File: config.mk
export PLATFORM = sky130hd
export DESIGN_NAME = segLevelSelect
export DESIGN_NICKNAME = d
export VERILOG_FILES = /design/src/rtl/segLevelPkg.sv /design/src/rtl/segLineCtl.sv /design/src/rtl/segLineData.sv /design/src/rtl/segLevelSelect.sv
export SDC_FILE = /design/constraint.sdc
export NUM_CORES = 1
export LEC_CHECK = 0
export BUFFER_PORTS_ARGS = -buffer_cell sky130_fd_sc_hd__buf_4
export CAP_MARGIN = 30
export CORE_AREA = 4 4 278 280
export CTS_CLUSTER_SIZE = 20
export DETAILED_ROUTE_END_ITERATION = 10
export DIE_AREA = 0 0 282 284
export PLACE_DENSITY = 0.42
export SYNTH_ARGS = -nofsm -noshare
export SYNTH_HDL_FRONTEND = slang
export SYNTH_SLANG_ARGS = --single-unit
File: constraint.sdc
create_clock -name clk -period 17.9 [get_ports clk]
set_input_delay 3.58 -clock clk [delete_from_list [all_inputs] [get_ports clk]]
set_output_delay 3.58 -clock clk [all_outputs]
set_load 0.03 [all_outputs]
File: src/rtl/segLevelPkg.sv
package segLevelPkg;
  // drive level codes; bit1 set = non-selected, bit0 set = negative frame
  typedef enum logic [1:0] {
    LVL_V1 = 2'b00,
    LVL_V2 = 2'b01,
    LVL_V3 = 2'b10,
    LVL_V4 = 2'b11
  } levelCode_e;

  // strobes from control to datapath
  typedef struct packed {
    logic loadLine;
    logic forceOff;
  } lineCtl_t;
endpackage

File: src/rtl/segLineCtl.sv
module segLineCtl
  import segLevelPkg::*;
(
  input  logic     clk,
  input  logic     rstN,
  input  logic     lineClk,
  input  logic     dispOnN,
  output lineCtl_t ctl
);
  logic lineClkQ;

  always_ff @(posedge clk) begin
    if (!rstN) lineClkQ <= 1'b0;
    else       lineClkQ <= lineClk;
  end

  always_comb begin
    ctl.loadLine = lineClkQ & ~lineClk;
    ctl.forceOff = ~dispOnN;
  end

  AST_SINGLE_LOAD: assert property (@(posedge clk) disable iff (!rstN)
    ctl.loadLine |=> !ctl.loadLine);
endmodule

File: src/rtl/segLineData.sv
module segLineData
  import segLevelPkg::*;
#(
  parameter int COLS = 240
) (
  input  logic                      clk,
  input  logic                      rstN,
  input  lineCtl_t                  ctl,
  input  logic [COLS-1:0]           captureLine,
  input  logic                      frameM,
  output logic [COLS*$bits(levelCode_e)-1:0] levelOut
);
  localparam int CODE_W = $bits(levelCode_e);

  logic [COLS-1:0] lineQ;

  always_ff @(posedge clk) begin
    if (!rstN)             lineQ <= '0;
    else if (ctl.loadLine) lineQ <= captureLine;
  end

  for (genvar i = 0; i < COLS; i++) begin : g_col
    levelCode_e colCode;
    always_comb begin
      if (ctl.forceOff)  colCode = LVL_V2;
      else if (frameM)   colCode = lineQ[i] ? LVL_V1 : LVL_V3;
      else               colCode = lineQ[i] ? LVL_V2 : LVL_V4;
    end
    assign levelOut[i*CODE_W +: CODE_W] = colCode;
  end

  AST_LOAD_COPY: assert property (@(posedge clk) disable iff (!rstN)
    ctl.loadLine |=> lineQ == $past(captureLine));
  AST_LINE_HOLD: assert property (@(posedge clk) disable iff (!rstN)
    !ctl.loadLine |=> $stable(lineQ));
  AST_OFF_FORCE: assert property (@(posedge clk) disable iff (!rstN)
    ctl.forceOff |-> levelOut == {COLS{LVL_V2}});
endmodule

File: src/rtl/segLevelSelect.sv
module segLevelSelect
  import segLevelPkg::*;
#(
  parameter int COLS = 240
) (
  input  logic              clk,
  input  logic              rstN,
  input  logic              lineClk,
  input  logic [COLS-1:0]   captureLine,
  input  logic              frameM,
  input  logic              dispOnN,
  output logic [2*COLS-1:0] levelOut
);
  lineCtl_t ctl;

  segLineCtl u_ctl (
    .clk     (clk),
    .rstN    (rstN),
    .lineClk (lineClk),
    .dispOnN (dispOnN),
    .ctl     (ctl)
  );

  segLineData #(.COLS(COLS)) u_data (
    .clk         (clk),
    .rstN        (rstN),
    .ctl         (ctl),
    .captureLine (captureLine),
    .frameM      (frameM),
    .levelOut    (levelOut)
  );

  AST_OFF_PORTS: assert property (@(posedge clk) disable iff (!rstN)
    !dispOnN |-> levelOut == {COLS{2'b01}});
endmodule

# After elaboration in Yosys (flattened, before gate mapping)
# Cells that the tools add are included.
[totals]
regBits = 241
inputBits = 245
out_inout_bits = 480
word_cells = 964
[classes]
mux = 960
bitwise = 2
[ops]
columns = ["op", "n"]
rows = [
  ["$mux 2", 960],
  ["$and 1x1->1", 1],
  ["$not 1->1", 1],
]

# Depth between registers and ports, before layout
# Gate-level depths: netlist of run 1.
[depth]
word_depth = 3
mapped_depth = 6

# Cells and area by module
# From an unflattened synthesis of run 1, not the netlist that was laid out.
[unflattened]
hier_cells = 1284
hier_area_um2 = 12054.1
[modules_own_cells]
columns = ["mod", "n_inst", "cells_per_inst", "area_per_inst_um2"]
rows = [
  ["segLineData", 1, 1280, 12014.0],
  ["segLineCtl", 1, 4, 40.0],
]

# Least setup slack after synthesis of run 1
# No wires, ideal clock.
[synth_timing]
kind = "input to output"
startpoint = "input port dispOnN"
endpoint = "output port levelOut[100]"
arrival_time_ns = 8.427
required_time_ns = 14.320
setup_slack_ns = 5.893
cell_stages = 4
cell_sequence = "buf_2 > clkbuf_1 > nand2_1 > buf_4"
[synth_via]
elab_chain_len = 1
[synth_lines]
columns = ["item", "line", "text"]
rows = [
  ["start, declared", "segLevelSelect.sv:11", "input logic dispOnN,"],
  ["$mux 2", "segLineData.sv:25", "if (ctl.forceOff) colCode = LVL_V2;"],
  ["end, declared", "segLevelSelect.sv:12", "output logic [2*COLS-1:0] levelOut"],
]
# No other way between the ends.

# Final worst setup path of run 1
[layout_timing]
startpoint = "input port dispOnN"
endpoint = "output port levelOut[213]"
# Same word-level chain as after synthesis.

==> results.py, run 1 <==
metrics = {
    "sta": {
        "fin_skew_ns": 0.0128,
        "rsz0062_at_grt": "no",
        "fin_tns_setup_ns": 0,
        "fin_crit_sh_pct": 52.6,
        "slew_violations": 0,
        "max_freq_mhz": 106,
        "hold_violations": 0,
        "fin_crit_ns": 9.41,
        "relSlewSlack_pct": 36.2,
        "setup_viol": 0,
        "worstMarginPinSlew_ns": 0.957,
    },
    "detailed_routing": {
        "drtPass1Iterations": 6,
        "vias": 10900,
        "wl_per_cell_um": 15.6,
        "routed_wl_um": 46500,
        "ant_nets": 0,
        "post_drt_via_cell_ratio": 3.67,
        "first_iter_violations": 385,
        "drc": 0,
    },
    "clock_tree": {
        "cts.clk_slew.worst_paths_ns": 0.06,
        "post_cts_buffers": 0,
        "numCtsBuffers": 34,
        "h-tree-depth": 2,
        "clkLatencyLatePin_ns": 0.53,
        "cts_tree": "yes",
        "cts_buffer_depth": 3,
        "cts_resized": 0,
        "postCtsHoldBufs": 0,
        "cts-root-buf": "clkbuf_16",
        "clock-sinks": 241,
    },
    "logic_synthesis": {
        "synthesis.nets": 1796,
        "seq_area_frac_synth_pct": 37.1,
        "synthDistinctLibCells": 9,
        "avgSynthCellArea_um2": 8.39,
        "synth_seq_cells": 241,
        "syn_area_um2": 13000,
        "yosys_warnings": 0,
        "synth_cells": 1551,
    },
    "global_routing": {
        "grt_max_degree": 150,
        "antenna_found_initial": 11,
        "grt_overflow_total": 0,
        "grt_usage_pct": 10.7,
        "grt_pass1_wl_um": 66600,
        "grt_pass1_vias": 10700,
    },
    "layout": {
        "syn2layout_area_growth_pct": 41.8,
        "final_area_um2": 18400,
        "final_common_cell": "buf_4",
        "final_cell_mix": "buf_4, nand2_1, dfxtp_1",
        "multiInputGateArea_um2": 5740,
        "regArea_um2": 4820,
        "drive_above_1_share_pct": 39.4,
        "finalCoreUtilization_pct": 24.8,
        "nets": 2222,
        "n_fill_cell": 8085,
    },
    "setup_path": {
        "required_ns": 14.32,
        "cp_data_arrival_time_ns": 5.83,
        "endpoint_kind": "output port",
        "crit_fanout": 94,
        "path_class": "input pin to output port",
        "start_kind": "input pin",
    },
    "pwr": {
        "powerDensity_nw_per_um2": 88.4,
        "ir_worst_vdd_mv": 0.0581,
        "cellLeakagePower_uw": 0.00806,
    },
    "floorplanning": {
        "die_x_um": 282,
        "num_rows": 100,
        "die-area_um2": 80100,
        "io_pins": 725,
        "dieHeight_um": 284,
        "initial_utilization_pct": 17.5,
        "coreArea_um2": 74400,
    },
    "job": {
        "maxCapViolCount": 0,
    },
    "placement": {
        "dpl-instance-area_um2": 17300,
        "place_congestion": 0.766,
        "place.detailed.hpwl_um": 34200,
        "portBuffers": 724,
    },
    "min_path": {
        "hp-class": "register to register",
    },
    "run_status": {
        "status": "finished, final reports clean",
    },
}
## where the power goes
part | internal [uW] | leakage (uW) | total [uW] | switching [uW]
combinational | 150 | 0.00557 | 383 | 234
clock | 407 | 0.000534 | 679 | 272
sequential | 556 | 0.00196 | 567 | 11.5
total | 1110 | 0.00806 | 1630 | 517
## worst paths after layout
| kind | startpoint | to | slack, ns | cells after the start |
|---|---|---|---|---|
| setup / recovery | dispOnN | levelOut[213] | 8.49 | 5 |
| hold / removal | u_data.lineQ[162] | u_data.lineQ[162] | 0.46 | 2 |
| setup reg to reg | u_ctl.lineClkQ | u_data.lineQ[107] | 14.20 | 5 |
| hold reg to reg | u_data.lineQ[162] | u_data.lineQ[162] | 0.46 | 2 |
## per-layer routing
layer | up-vias | track usage [%] | wire length, um | share of wire, %
li1 | 5460 | - | - | -
met1 | 4897 | 11.4 | 17400 | 37
met2 | 456 | 18.9 | 22700 | 49
met3 | 83 | 4.90 | 5180 | 11
met4 | 18 | 2.96 | 1120 | 2.4
met5 | - | 0 | 115 | 0.25
## critical path, stage by stage
cell and delay (ns):
buf_6 0.41, buf_4 0.60, buf_4 0.63, nor2b_1 0.24
buf_4 0.18
## cell families after synthesis
kind of cell	count (synthesis)	share of synthesized area, %
AND/OR/NAND/NOR	723	25.5
buffers and inverters	347	18.9
flip-flops	241	37.1
multiplexers	240	18.5
## cell usage after synthesis
master | instances | area [um2]
dfxtp_1 | 241 | 4820
nand2_1 | 481 | 1810
mux2i_1 | 240 | 2400
buf_6 | 25 | 282
and2_1 | 1 | 6.26
clkbuf_1 | 37 | 139
buf_2 | 40 | 200
nor2b_1 | 241 | 1510
buf_4 | 245 | 1840
## registers in the layout (all words and copies together), names as in the netlist
| name | cells |
|---|---|
| u_ctl.lineClkQ | 1 |
| u_data.lineQ | 240 |
## stage by stage
stage / total power [uW] / std cells / hold WS [ns] / setup slack, ns
2_1_floorplan: 857 / 1551 / 0.435 / 5.89
3_3_place_gp: 966 / 2909 / 0.443 / 8.45
3_5_place_dp: 968 / 2910 / 0.447 / 8.47
4_1_cts: 1670 / 2969 / 0.458 / 8.46
5_1_grt: 1710 / 2969 / 0.469 / 8.21
6_report: 1630 / 2971 / 0.456 / 8.49
## final cells by class
| type | count | share of cell area (%) |
|---|---|---|
| Clock buffer | 49 | 5.25 |
| Antenna cell | 2 | 0.0271 |
| Sequential cell | 241 | 26.2 |
| Multi-Input combinational cell | 963 | 31.1 |
| Tap cell | 969 | 6.58 |
| Timing Repair Buffer | 737 | 30.2 |
| Clock inverter | 10 | 0.679 |
Power figures use the tool's default switching activity.
==> run 2, diff against run 1 <==
clock period = 8.9 ns   (was 17.9 ns; I/O delays follow)
==> results.py, run 2 (same netlist as run 1, synthesis figures left out) <==
metrics = {
    "pwr": {
        "power_frac_seq_pct": 33.8,
        "ir_worst_vdd_mv": 0.0928,
        "internal_power_uw": 2340,
        "powerDensity_nw_per_um2": 182,
        "p_switching_uw": 1030,
        "comb_power_share_pct": 23.1,
        "swShare_pct": 30.6,
        "clock_power_share_pct": 43.1,
        "cellLeakagePower_uw": 0.00810,
    },
    "setup_path": {
        "path_class": "input pin to output port",
        "crit_fanout": 129,
        "required_ns": 7.12,
        "rr_worst_depth": 3,
        "cp_data_arrival_time_ns": 3.73,
        "endpoint_kind": "output port",
        "reg2reg_to": "u_data.lineQ[90]",
        "critPathMaxStageDelay_ns": 0.61,
        "cpMostUsedCell": "buf_4",
        "worst-r2r-setup-slack_ns": 6.54,
        "crit_slowest_cell": "nand2_4",
        "crit_chain": "buf_6 -> nand2_4 -> buf_4 -> buf_16 -> buf_4",
        "rr_startpoint": "u_ctl.lineClkQ",
        "start_kind": "input pin",
    },
    "clock_tree": {
        "cts_buffer_depth": 3,
        "cts-root-buf": "clkbuf_16",
        "clock-sinks": 241,
        "clkLatencyLatePin_ns": 0.54,
        "postCtsHoldBufs": 0,
        "cts.clk_slew.worst_paths_ns": 0.05,
        "post_cts_buffers": 0,
        "cts_tree": "yes",
        "h-tree-depth": 2,
        "cts_resized": 0,
        "numCtsBuffers": 35,
    },
    "layout": {
        "finalCoreUtilization_pct": 24.9,
        "syn2layout_area_growth_pct": 42.6,
        "drive_above_1_share_pct": 39.3,
        "final_cell_mix": "buf_4, nand2_1, dfxtp_1",
        "nets": 2219,
        "final_common_cell": "buf_4",
        "largest_reg_flops": 240,
        "max_flop_register": "u_data.lineQ",
        "n_fill_cell": 8152,
        "top_regs": "u_data.lineQ x240, u_ctl.lineClkQ x1",
    },
    "sta": {
        "fin_crit_ns": 5.51,
        "timing.final.ws_setup_ns": 3.39,
        "fin_skew_ns": 0.0153,
        "worstMarginPinSlew_ns": 1.08,
        "fin_crit_sh_pct": 61.9,
        "relSlewSlack_pct": 28.0,
        "slew_violations": 0,
        "rsz0062_at_grt": "no",
        "fin_tns_setup_ns": 0,
        "setup_viol": 0,
        "hold_violations": 0,
        "max_freq_mhz": 181,
    },
    "floorplanning": {
        "io_pins": 725,
        "die-area_um2": 80100,
        "die_x_um": 282,
        "num_rows": 100,
        "initial_utilization_pct": 17.5,
        "dieHeight_um": 284,
        "coreArea_um2": 74400,
    },
    "placement": {
        "place.detailed.hpwl_um": 33100,
        "preCtsSetupSlack_ns": 3.38,
        "portBuffers": 724,
        "place_congestion": 0.771,
    },
    "min_path": {
        "hp-class": "register to register",
        "min-delay-start": "u_data.lineQ[111]",
        "hold_end": "u_data.lineQ[111]",
        "whs_path_depth": 2,
    },
    "job": {
        "maxCapViolCount": 0,
    },
    "detailed_routing": {
        "first_iter_violations": 446,
        "ant_nets": 0,
        "routed_wl_um": 46300,
        "post_drt_via_cell_ratio": 3.70,
        "wl_per_cell_um": 15.6,
        "vias": 11000,
        "drc": 0,
        "drtPass1Iterations": 4,
    },
    "run_status": {
        "status": "finished, final reports clean",
    },
    "global_routing": {
        "antenna_found_initial": 10,
        "grt_max_degree": 208,
        "grt_overflow_total": 0,
        "grt_usage_pct": 10.7,
        "grt_pass1_vias": 10900,
        "grt_pass1_wl_um": 66800,
    },
}
## run 2: final cells by class
cell class	count	area [um2]	area share, %
repair buffers	733	5570	30.0
diodes	3	7.51	0.0405
clock inverters	8	155	0.837
flip-flops and latches	241	4820	26.0
clock buffers	53	1030	5.58
well taps	969	1210	6.54
multi-input cells	963	5740	30.9
## run 2: through the flow
| step | instances | hold WS, ns | instance area, um2 | power (uW) |
|---|---|---|---|---|
| detailed placement | 2906 | 0.446 | 17300 | 1950 |
| CTS | 2967 | 0.458 | 18500 | 3450 |
| global placement | 2905 | 0.442 | 17300 | 1950 |
| finish | 2970 | 0.454 | 18500 | 3370 |
| global route | 2968 | 0.464 | 18500 | 3530 |
| floorplan | 1551 | 0.435 | 13000 | 1720 |
## run 2: critical path, delay by kind of cell
kind / cells / cell delay (ns)
buffers and inverters: 4 / 1.22
and+or+nand+nor: 1 / 0.61
## run 2: how the worst max path moves through the flow
stage                       start             to  depth (start not counted)
after floorplan           dispOnN  levelOut[100]                          4
after global placement    dispOnN  levelOut[232]                          4
after detailed placement  dispOnN  levelOut[456]                          5
after CTS                 dispOnN  levelOut[198]                          5
after global routing      dispOnN   levelOut[70]                          5
final                     dispOnN  levelOut[272]                          5
## run 2: power by group through the flow
stage | clock [uW] | sequential (uW) | combinational [uW]
3_5_place_dp | 0 | 1160 | 789
3_3_place_gp | 0 | 1160 | 786
6_report | 1450 | 1140 | 777
2_1_floorplan | 0 | 1150 | 569
4_1_cts | 1530 | 1140 | 790
5_1_grt | 1560 | 1140 | 827
## run 2: routing by layer
| layer | vias to the layer above | wire length, um | track usage, % | part of all wire [%] |
|---|---|---|---|---|
| met3 | 93 | 5520 | 4.99 | 12 |
| met2 | 462 | 22300 | 18.4 | 48 |
| li1 | 5459 | - | - | - |
| met4 | 12 | 1540 | 3.90 | 3.3 |
| met1 | 4949 | 16900 | 11.4 | 37 |
| met5 | - | 70 | 0 | 0.15 |
